**config.mk**
```make
export PLATFORM = sky130hd
export DESIGN_NAME = wbuf_cas_unit
export DESIGN_NICKNAME = d
export VERILOG_FILES = /design/src/rtl/wbuf_pkg.sv /design/src/rtl/wbuf_entry.sv /design/src/rtl/wbuf_gate.sv /design/src/rtl/wbuf_atomic.sv /design/src/rtl/wbuf_cas_unit.sv
export SDC_FILE = /design/constraint.sdc
export NUM_CORES = 1
export LEC_CHECK = 0
export BUFFER_PORTS_ARGS = -buffer_cell sky130_fd_sc_hd__buf_2
export CAP_MARGIN = 20
export CORE_UTILIZATION = 43
export CTS_BUF_LIST = sky130_fd_sc_hd__clkbuf_2 sky130_fd_sc_hd__clkbuf_4 sky130_fd_sc_hd__clkbuf_8
export CTS_CLUSTER_SIZE = 14
export DETAILED_ROUTE_END_ITERATION = 12
export GPL_TIMING_DRIVEN = 0
export PLACE_DENSITY = 0.88
export SETUP_SLACK_MARGIN = 0.1
export SYNTH_ARGS = -nofsm -noshare
export SYNTH_HDL_FRONTEND = slang
export SYNTH_SLANG_ARGS = --single-unit
```
**constraint.sdc**
```tcl
create_clock -name clk -period 3.26 [get_ports clk]
set_input_delay 0.163 -clock clk [delete_from_list [all_inputs] [get_ports clk]]
set_output_delay 0.163 -clock clk [all_outputs]
set_load 0.02 [all_outputs]
```
**src/rtl/wbuf_pkg.sv**
```systemverilog
// Shared types for the write buffer.
// Assumes: the flush and the CAS never own the write port in the same cycle.
package wbuf_pkg;

    // Which producer owns the shared memory write port this cycle
    typedef enum logic [1:0] {
        WR_IDLE  = 2'd0,
        WR_DRAIN = 2'd1,
        WR_SWAP  = 2'd2
    } wr_src_e;

    // Draining takes precedence; it can only occur while the entry is occupied
    function automatic wr_src_e pick_src(input logic drain, input logic swap);
        if (drain)
            return WR_DRAIN;
        else if (swap)
            return WR_SWAP;
        else
            return WR_IDLE;
    endfunction

endpackage

```
**src/rtl/wbuf_entry.sv**
```systemverilog
// Storage for the single buffered write: an occupancy flag, an address and data.
// Assumes: load and clear may both be high, and load then wins (drain plus refill).
module wbuf_entry #(
    parameter int ADDR_W = 16,
    parameter int DATA_W = 16
) (
    input  logic              clk,
    input  logic              rst_n,
    input  logic              load,
    input  logic              clear,
    input  logic [ADDR_W-1:0] in_addr,
    input  logic [DATA_W-1:0] in_data,
    output logic              full,
    output logic [ADDR_W-1:0] addr,
    output logic [DATA_W-1:0] data
);

    // Occupancy flag: set by an accepted store, cleared by a drain
    always_ff @(posedge clk) begin
        if (!rst_n)
            full <= 1'b0;
        else if (load)
            full <= 1'b1;
        else if (clear)
            full <= 1'b0;
    end

    // Address and data capture on an accepted store only
    always_ff @(posedge clk) begin
        if (!rst_n) begin
            addr <= '0;
            data <= '0;
        end else if (load) begin
            addr <= in_addr;
            data <= in_data;
        end
    end

endmodule

```
**src/rtl/wbuf_gate.sv**
```systemverilog
// Request gating: decides stall, store acceptance, draining and CAS start.
// Assumes: at most one of st_req, fence_req and cas_req is high per cycle.
module wbuf_gate (
    input  logic full,
    input  logic st_req,
    input  logic fence_req,
    input  logic cas_req,
    input  logic flush_gnt,
    output logic stall,
    output logic take_store,
    output logic drain,
    output logic cas_go
);

    logic st_blocked;
    logic barrier_blocked;

    // Drain whenever occupied and granted; a store may refill in the same cycle
    always_comb begin
        drain      = full && flush_gnt;
        take_store = st_req && (!full || flush_gnt);
        st_blocked = st_req && full && !flush_gnt;
    end

    // Barrier-class requests wait on the current occupancy, grant or not
    always_comb begin
        barrier_blocked = (fence_req || cas_req) && full;
        cas_go          = cas_req && !full;
        stall           = st_blocked || barrier_blocked;
    end

endmodule

```
**src/rtl/wbuf_atomic.sv**
```systemverilog
// Single-cycle compare for CAS. The compare is split into lanes of LANE_W bits
// that reduce in parallel. Assumes: mem_rdata is valid combinationally for the
// read address in the same cycle.
module wbuf_atomic #(
    parameter int DATA_W = 16,
    parameter int LANE_W = 4
) (
    input  logic              cas_go,
    input  logic [DATA_W-1:0] expect_val,
    input  logic [DATA_W-1:0] mem_rdata,
    output logic              done,
    output logic              ok
);

    localparam int LANES = (DATA_W + LANE_W - 1) / LANE_W;
    localparam int PAD_W = LANES * LANE_W;

    logic [PAD_W-1:0] exp_pad;
    logic [PAD_W-1:0] rd_pad;
    logic [LANES-1:0] lane_eq;

    // Zero-extend both operands so every lane has the same width
    always_comb begin
        exp_pad = PAD_W'(expect_val);
        rd_pad  = PAD_W'(mem_rdata);
    end

    for (genvar g = 0; g < LANES; g++) begin : g_lane
        // Per-lane equality
        assign lane_eq[g] = (exp_pad[g*LANE_W +: LANE_W] == rd_pad[g*LANE_W +: LANE_W]);
    end

    // Completion and success are reported in the same cycle
    always_comb begin
        done = cas_go;
        ok   = cas_go && (&lane_eq);
    end

endmodule

```
**src/rtl/wbuf_cas_unit.sv**
```systemverilog
// Top level: a single-entry write buffer in front of shared memory, plus an
// atomic compare-and-swap. The write port is shared by the drain and the CAS.
// Assumes: the pipeline holds a stalled request steady and asserts at most one
// request per cycle.
module wbuf_cas_unit
    import wbuf_pkg::*;
#(
    parameter int ADDR_W = 16,
    parameter int DATA_W = 16,
    parameter int LANE_W = 4
) (
    input  logic              clk,
    input  logic              rst_n,
    input  logic              st_req,
    input  logic [ADDR_W-1:0] st_addr,
    input  logic [DATA_W-1:0] st_data,
    input  logic              fence_req,
    input  logic              cas_req,
    input  logic [ADDR_W-1:0] cas_addr,
    input  logic [DATA_W-1:0] cas_expect,
    input  logic [DATA_W-1:0] cas_new,
    input  logic              flush_gnt,
    input  logic [DATA_W-1:0] mem_rdata,
    output logic              stall,
    output logic              cas_done,
    output logic              cas_ok,
    output logic              buf_full,
    output logic [ADDR_W-1:0] buf_addr,
    output logic [DATA_W-1:0] buf_data,
    output logic              mem_we,
    output logic [ADDR_W-1:0] mem_waddr,
    output logic [DATA_W-1:0] mem_wdata,
    output logic [ADDR_W-1:0] mem_raddr
);

    logic    take_store;
    logic    drain;
    logic    cas_go;
    wr_src_e wsrc;

    wbuf_gate u_gate (
        .full       (buf_full),
        .st_req     (st_req),
        .fence_req  (fence_req),
        .cas_req    (cas_req),
        .flush_gnt  (flush_gnt),
        .stall      (stall),
        .take_store (take_store),
        .drain      (drain),
        .cas_go     (cas_go)
    );

    wbuf_entry #(.ADDR_W(ADDR_W), .DATA_W(DATA_W)) u_entry (
        .clk     (clk),
        .rst_n   (rst_n),
        .load    (take_store),
        .clear   (drain),
        .in_addr (st_addr),
        .in_data (st_data),
        .full    (buf_full),
        .addr    (buf_addr),
        .data    (buf_data)
    );

    wbuf_atomic #(.DATA_W(DATA_W), .LANE_W(LANE_W)) u_atomic (
        .cas_go     (cas_go),
        .expect_val (cas_expect),
        .mem_rdata  (mem_rdata),
        .done       (cas_done),
        .ok         (cas_ok)
    );

    // The read port always points at the CAS target
    assign mem_raddr = cas_addr;

    // Write port multiplexer: drain or successful swap
    always_comb begin
        wsrc = pick_src(drain, cas_ok);
        unique case (wsrc)
            WR_DRAIN: begin
                mem_we    = 1'b1;
                mem_waddr = buf_addr;
                mem_wdata = buf_data;
            end
            WR_SWAP: begin
                mem_we    = 1'b1;
                mem_waddr = cas_addr;
                mem_wdata = cas_new;
            end
            default: begin
                mem_we    = 1'b0;
                mem_waddr = '0;
                mem_wdata = '0;
            end
        endcase
    end

endmodule

```
; Word level (Yosys, flattened, before mapping)
; Index checks and enable logic that the tools add are counted.
[op_classes]
eq_ne = 6
mux = 7
reduce_logical = 15
[op_table]
columns = cell, count
row1 = $pmux W16 S2, 2
row2 = $eq A4 B4 Y1, 4
row3 = $logic_and A1 B1 Y1, 7
row4 = $mux W2, 2
row5 = $reduce_and A4 Y1, 1
row6 = $logic_or A1 B1 Y1, 3
row7 = $mux W1, 3
row8 = $eq A2 B1 Y1 const B, 1
row9 = $eq A2 B2 Y1 const B, 1
row10 = $logic_not A1 Y1, 2
row11 = $reduce_bool A2 Y1, 1
row12 = $reduce_or A2 Y1, 1
[totals]
ff_bits = 33
in_bits = 102
out_inout_bits = 85
word_cells = 31

; Longest topological paths before layout
; Gate-level depths: netlist of run 1.
[depth]
word_depth = 8
mapped_depth = 6
mapped_depth_nobuf = 4

; Modules after synthesis
; Synthesis of run 1 repeated with hierarchy kept, for this count alone.
[hier_totals]
cells_unflattened = 193
hier_area_um2 = 2008.2
[modules_own_cells]
columns = mod, instances, cells_per_inst, area_each_um2, seq_area_each_um2
row1 = wbuf_entry, 1, 106, 1277.5, 660.6
row2 = wbuf_cas_unit, 1, 58, 503.0, 0.0
row3 = wbuf_atomic, 1, 23, 188.9, 0.0
row4 = wbuf_gate, 1, 6, 38.8, 0.0

; Worst setup path after synthesis of run 1
; Ideal clock, no wire load.
[synth_timing]
path_type = flip-flop to output port
from = reg u_entry.full
to = out cas_ok
arrival_ns = 1.960
required_time_ns = 3.097
setup_slack_ns = 1.137
stages_incl_launch_ff = 7
n_path_buf = 2
path_cell_list = dfxtp_1 > nor2b_1 > o221ai_1 > or4_1 > buf_2 > buf_6 > nor2_1
[synth_between]
elab_chain_cells = 3
[synth_lines]
columns = element, line_no
row1 = "start, declared", wbuf_entry.sv:13  ; output logic full,
row2 = "start signal, assigned", wbuf_entry.sv:21  ; full <= 1'b0;
row3 = "start signal, assigned", wbuf_entry.sv:23  ; full <= 1'b1;
row4 = "start signal, assigned", wbuf_entry.sv:25  ; full <= 1'b0;
row5 = $logic_not A1 Y1, wbuf_gate.sv:28  ; cas_go = cas_req && !full;
row6 = $logic_and A1 B1 Y1, wbuf_gate.sv:28
row7 = via cas_done, wbuf_cas_unit.sv:25  ; output logic cas_done,
row8 = $logic_and A1 B1 Y1, wbuf_atomic.sv:36  ; ok = cas_go && (&lane_eq);
row9 = "end, declared", wbuf_cas_unit.sv:26  ; output logic cas_ok,
; The timed path passes the listed nets, and every way through them passes these cells.

; Worst setup path after layout of run 1
[layout_timing]
from = in mem_rdata[13]
to = out mem_wdata[12]
[layout_between]
elab_chain_cells = 7
word_cells_on_any_way = 8
classes_between = eq/ne (3) / mux (3) / reduce/logical (2)
[layout_lines]
columns = element, line_no
row1 = "start, declared", wbuf_cas_unit.sv:23  ; input logic [DATA_W-1:0] mem_rdata,
row2 = $eq A4 B4 Y1 *, wbuf_atomic.sv:30  ; assign lane_eq[g] = (exp_pad[g*LANE_W +: LANE_W] == rd_pad[g*LANE_W +: LANE_W]);
row3 = $reduce_and A4 Y1 *, wbuf_atomic.sv:36
row4 = $logic_and A1 B1 Y1 *, wbuf_atomic.sv:36
row5 = $mux W2 *, wbuf_pkg.sv:16  ; else if (swap)
row6 = $mux W2 *, wbuf_pkg.sv:14  ; if (drain)
row7 = $eq A2 B2 Y1 or $eq A2 B1 Y1 (tied branches), wbuf_cas_unit.sv:79  ; unique case (wsrc)
row8 = $pmux W16 S2 *, wbuf_cas_unit.sv:79
row9 = "end, declared", wbuf_cas_unit.sv:32  ; output logic [DATA_W-1:0] mem_wdata,
; Mark *: on every way between the ends. The rest lies on a longest branch, timed or not.

==> impl_metrics.toml, run 1 <==
[synth]
seq_area_frac_synth_pct = 30.3
yosysTopAreaCell = "dfxtp_1"
yosysUniqueCellTypes = 25
netlist.area_leader.share_pct = 30.3
synthArstFlopShare_pct = 0
synth_nets = 402
synth_xor_area_share_pct = 5.62
synthMuxAreaShare_pct = 0
syn-instance-count = 300
synth-compound-area-share_pct = 25.3
yosys.area_share.adder_pct = 0
ys.flop_type = "dfxtp_1"
synth_top_cells_by_area = "dfxtp_1, nand2_1, o21ai_2"
yosys_warnings = 0
synth_top_family_by_area = "simple AND/OR/NAND/NOR gates"
syn_area_per_cell_um2 = 7.27
synth_common_cells = "nand2_1, dfxtp_1, nand3_1"
synth.cell_area_um2 = 2180
synth-edff-count = 0
synth-simple-area-share_pct = 27.6
synth.most_common_cell = "nand2_1"
ys_ff_latch = 33

[timing]
fin_hold_ws_ps = 119
relSlewSlack_pct = 50.6
hold_viol_final = 0
grt_setup_unrepaired = "false"
slew_viol_final = 0
tightest_slew_ps = 735
setup_ws_ps = 1060
fin_crit_sh_pct = 67.6
max_freq_mhz = 454
skew_ps = 7.54
setup_violations = 0
tns_ps = 0
fin_crit_ps = 2200

[critical_path]
cp_slowest_cell = "nor4_2"
critPathMaxFanout = 10
path_class = "input port to primary output"
endpoint_kind = "primary output"
crit_top_cell = "buf_2"
cpPeakStageDelay_ps = 680
cp_cell_sequence = "buf_2 > xor2_1 > nor4_2 > clkbuf_1 > nand3_1 > o21ai_2 > buf_2"
arrival_ps = 2040
worstPathRequired_ps = 3100
startpoint_type = "input port"

[detailed_routing]
ant_nets = 0
wl_per_cell_um = 12.4
wl_um = 6940
first_pass_iters = 4
drc = 0
drt-initial-drc-count = 65
vias_per_cell = 4.76
vias = 2667

[placed_design]
post-dp-hpwl_um = 5660
place_ws_ps = 1020
dpl.cell_count = 553
portBuffers = 186
gp_congestion = 0.750
place_area_um2 = 3200

[power_and_ir_drop]
p_leak_uw = 0.00164
power.density_nw_per_um2 = 332
vdd_drop_max_mv = 0.198

[cts]
post-cts-setup-buffer-count = 0
ctsResizeCount = 0
cts_root_buf = "clkbuf_8"
cts_max_path_buffers = 2
htree_levels = 2
clkTransAtPathRegs_ps = 70
holdBufCountCts = 0
cts.sinks = 33
cts_buffers = 5
tritoncts = "built"
clk_latency_ps = 280

[cells_and_area]
layout-drive-gt1-share_pct = 49.5
final_net_count = 595
areaGrowthSynthToFinish_pct = 51.3
finalNonFillerCells = 560
stdcell_area_um2 = 3300
diodes = 0

[grt]
grt_usage_pct = 25.8
grt_pass1_wl_um = 10600
gr-total-overflow = 0
antenna_found_initial = 0
grt_start_max_net_pins = 11
grt_pass1_vias = 2378

[status]
status = "finished, final reports clean"

[die]
chipWidth_um = 73.2
core_area_um2 = 4820
num_rows = 25
io_pins = 187
dieArea_um2 = 5360
fp.dieH_um = 73.2
start_util_pct = 45.3

[min_path]
hold_path.class = "input port to flop"

[job]
cap_violations = 0
## cell type report
type,instances,area (µm²)
Tap cell,67,83.8
Buffer,40,234
Inverter,3,11.3
Fill cell,457,1520
Multi-Input combinational cell,224,1280
Clock buffer,5,68.8
Timing Repair Buffer,186,931
Clock inverter,2,35.0
Sequential cell,33,661
## cell families after synthesis
group	after synthesis
AND/OR/NAND/NOR	141
flip-flops	33
buffers and inverters	43
XOR/XNOR	14
AO/OA/AOI/OAI	69
## sequential cells by signal (all words and copies together) (netlist names)
signal and count:
u_entry.addr 16, u_entry.data 16, u_entry.full 1
## routing by layer
layer  wire length [µm]  vias to the layer above  share of wire (%)  track usage [%]
met1               2720                     1181                 39             28.9
li1                   -                     1371                  -                -
met3                562                        4                8.1             6.35
met5                  0                        -                  0                0
met2               3620                      111                 52             48.9
met4                 31                        0               0.45             5.01
## worst paths after layout
path / start / depth (start not counted) / slack (ps) / to
worst max-delay path: mem_rdata[13] / 7 / 1060 / mem_wdata[12]
worst min-delay path: st_data[3] / 3 / 120 / u_entry.data[3]
worst max register to register: u_entry.full / 6 / 1710 / u_entry.addr[4]
worst min register to register: u_entry.addr[9] / 2 / 480 / u_entry.addr[9]
## layout by cell type (no fill, tap or decap), drive strengths merged
master / count
and2: 2
buf: 209
or4: 1
o21bai: 1
nor2: 2
o31a: 1
o21ai: 32
nand2b: 1
dfxtp: 33
nand3: 33
xnor2: 5
a221o: 1
bufinv: 1
inv: 3
o221ai: 1
nor4: 2
a21boi: 33
nor2b: 1
xor2: 9
clkinv: 1
clkbuf: 22
nand2: 99
## worst max-delay path, delay by kind of cell
kind	cells	cell delay [ps]
AO/OA/AOI/OAI	1	150
AND/OR/NAND/NOR	2	860
buffers and inverters	3	710
XOR/XNOR	1	160
## through the flow
stage / util, % / total power, µW
floorplan: - / 611
global placement: 66.4 / 737
detailed placement: 66.4 / 743
CTS: 68.5 / 1110
global route: 68.5 / 1150
finish: 68.5 / 1100
## power breakdown
part | total (µW) | switching [µW] | leakage, µW | internal, µW
clock network | 363 | 141 | 0.0000540 | 222
registers | 447 | 19.4 | 0.000272 | 427
logic | 287 | 162 | 0.00132 | 124
total | 1100 | 323 | 0.00164 | 774
Note: power is estimated with default switching activity, not from simulation.
==> run 2, diff against run 1 <==
--- a/config.mk
+++ b/config.mk
@@ -5,14 +5,15 @@
 export SDC_FILE = /design/constraint.sdc
 export NUM_CORES = 1
 export LEC_CHECK = 0
+export ABC_AREA = 1
 export BUFFER_PORTS_ARGS = -buffer_cell sky130_fd_sc_hd__buf_2
 export CAP_MARGIN = 20
-export CORE_UTILIZATION = 43
+export CORE_UTILIZATION = 40
 export CTS_BUF_LIST = sky130_fd_sc_hd__clkbuf_2 sky130_fd_sc_hd__clkbuf_4 sky130_fd_sc_hd__clkbuf_8
 export CTS_CLUSTER_SIZE = 14
 export DETAILED_ROUTE_END_ITERATION = 12
 export GPL_TIMING_DRIVEN = 0
-export PLACE_DENSITY = 0.88
+export PLACE_DENSITY = 0.82
 export SETUP_SLACK_MARGIN = 0.1
 export SYNTH_ARGS = -nofsm -noshare
 export SYNTH_HDL_FRONTEND = slang
==> constraint.sdc (replaced) <==
create_clock -name clk -period 2.29 [get_ports clk]
set_input_delay 0.1145 -clock clk [delete_from_list [all_inputs] [get_ports clk]]
set_output_delay 0.1145 -clock clk [all_outputs]
set_load 0.02 [all_outputs]
==> run 2 against run 1 <==
Effect of this change: first-iteration DRC count increased by 42%; critical path depth increased by 2; register-to-register slack got worse by 820 ps; worst setup slack got worse by 610 ps; core utilization decreased by 4.1 points; global-route usage increased by 0.29 points; non-clock buffer count decreased by 3; sequential share of layout area decreased by 0.43 points; combinational power increased by 72%; critical endpoint is now mem_waddr[2]; largest cell class unchanged; highest routed layer unchanged.
==> impl_metrics.toml, run 2 <==
[die]
num_rows = 26
dieArea_um2 = 5890
start_util_pct = 42.7
chipWidth_um = 76.7
fp.dieH_um = 76.7
core_area_um2 = 5240
io_pins = 187

[job]
cap_violations = 0

[synth]
yosys_warnings = 0
synth_common_cells = "nand2_1, nor2_1, nand4_1"
synthArstFlopShare_pct = 0
ys.flop_type = "dfxtp_1"
yosysTopAreaCell = "dfxtp_1"
seq_area_frac_synth_pct = 29.6
synth-edff-count = 0
syn-instance-count = 368
synth_nets = 470
synth.cell_area_um2 = 2230
syn_area_per_cell_um2 = 6.07
synth.most_common_cell = "nand2_1"
ys_ff_latch = 33
netlist.area_leader.share_pct = 29.6
synth_top_cells_by_area = "dfxtp_1, nand2_1, nor2_1"
yosysUniqueCellTypes = 25

[cts]
clk_latency_ps = 290
holdBufCountCts = 0
cts_root_buf = "clkbuf_8"
cts_buffers = 5
cts.sinks = 33
ctsResizeCount = 0
clkTransAtPathRegs_ps = 70
htree_levels = 2
post-cts-setup-buffer-count = 0
cts_max_path_buffers = 2
tritoncts = "built"

[detailed_routing]
drc = 0
ant_nets = 0
vias_per_cell = 4.72
vias = 2986
wl_per_cell_um = 11.9
wl_um = 7510
first_pass_iters = 4
drt-initial-drc-count = 92

[timing]
skew_ps = 5.19
tightest_slew_ps = 466
grt_setup_unrepaired = "false"
fin_crit_ps = 1850
relSlewSlack_pct = 68.9
slew_viol_final = 0
setup_violations = 0
fin_crit_sh_pct = 80.6
max_freq_mhz = 542
hold_viol_final = 0
tns_ps = 0

[critical_path]
startpoint = "u_entry.full"
arrival_ps = 1730
cp_slowest_cell = "dfxtp_1"
path_class = "flop to primary output"
worstPathRequired_ps = 2180
startpoint_type = "flop"
cp_cell_sequence = "inv_2 > nand2_2 > nor2_1 > nand3b_1 > nor2_4 > buf_6 > nand4_1 > nand2_1 > buf_2"
cpPeakStageDelay_ps = 340
critPathTopFamily = "simple AND/OR/NAND/NOR gates"
critPathMaxFanout = 10
crit_buf_inv = 3
timing.rr.start = "u_entry.full"
endpoint_kind = "primary output"

[power_and_ir_drop]
power.density_nw_per_um2 = 514
vdd_drop_max_mv = 0.357
p_leak_uw = 0.00207

[grt]
gr-total-overflow = 0
grt_usage_pct = 26.1
grt_pass1_wl_um = 12400
antenna_found_initial = 0
grt_pass1_vias = 2788
grt_start_max_net_pins = 11

[cells_and_area]
final_cell_mix = "buf_2, nand2_1, nor2_1, nand4_1, dfxtp_1"
fillCellCount = 511
fin_util_pct = 64.4
top_regs = "u_entry.addr x16, u_entry.data x16, u_entry.full x1"
final_common_cell = "buf_2"
layout-drive-gt1-share_pct = 41.1
final_net_count = 663
diodes = 0
multi_input_area_um2 = 1210
regArea_um2 = 661
areaGrowthSynthToFinish_pct = 51.0

[placed_design]
post-dp-hpwl_um = 6060
gp_congestion = 0.822
portBuffers = 186

[status]
status = "finished, final reports clean"

[min_path]
worstHoldStart = "st_addr[2]"
hold_path.class = "input port to flop"
## run 2: worst register-to-register path: stages, from the launching register on
cell,delay [ps]
dfxtp_1,390
nand2_1,100
nand2_1,200
clkbuf_1,360
o21ai_0,140
nor2_1,150
## run 2: through the flow
step                std cells  instance area, µm²  total power (µW)  setup slack [ps]  hold WS [ps]
floorplan                 368                2230               947               887           250
global placement          624                3250              1150               655           363
detailed placement        624                3250              1160               700           371
CTS                       632                3370              1750               429          68.8
global route              632                3370              1830               278          80.7
finish                    632                3370              1730               443          75.6
## run 2: path summary, 6_finish.rpt
kind | endpoint | slack (ps) | cells past startpoint
setup / recovery | mem_waddr[2] | 440 | 9
hold / removal | u_entry.addr[2] | 80 | 3
setup reg to reg | u_entry.data[4] | 890 | 5
hold reg to reg | u_entry.addr[5] | 500 | 2
## run 2: cell families after synthesis
kind of cell	share of synthesized area (%)
AOI/OAI and AO/OA	8.17
xor gates and xnor gates	1.57
buffers and inverters	16.1
DFF	29.6
and+or+nand+nor	44.6
## run 2: routing by layer
metal	up-vias	global-route usage (%)	wire length [µm]
li1	1546	-	-
met1	1300	29.6	3080
met2	131	46.7	3680
met3	9	7.02	632
met4	0	8.46	120
met5	-	0	0
## run 2: area by class of cell
type | count | share of cell area (%)
Clock inverter | 1 | 0.890
Clock buffer | 7 | 2.67
Sequential cell | 33 | 19.6
Tap cell | 70 | 2.60
Timing Repair Buffer | 186 | 27.6
Multi-Input combinational cell | 269 | 36.0
Inverter | 29 | 3.23
Buffer | 37 | 7.46
## run 2: power by group
| group | total (µW) | leakage (µW) | switching (µW) | internal [µW] |
|---|---|---|---|---|
| logic | 493 | 0.00173 | 294 | 199 |
| registers | 656 | 0.000274 | 36.0 | 620 |
| clock network | 586 | 0.0000619 | 219 | 367 |
| total | 1730 | 0.00207 | 549 | 1190 |
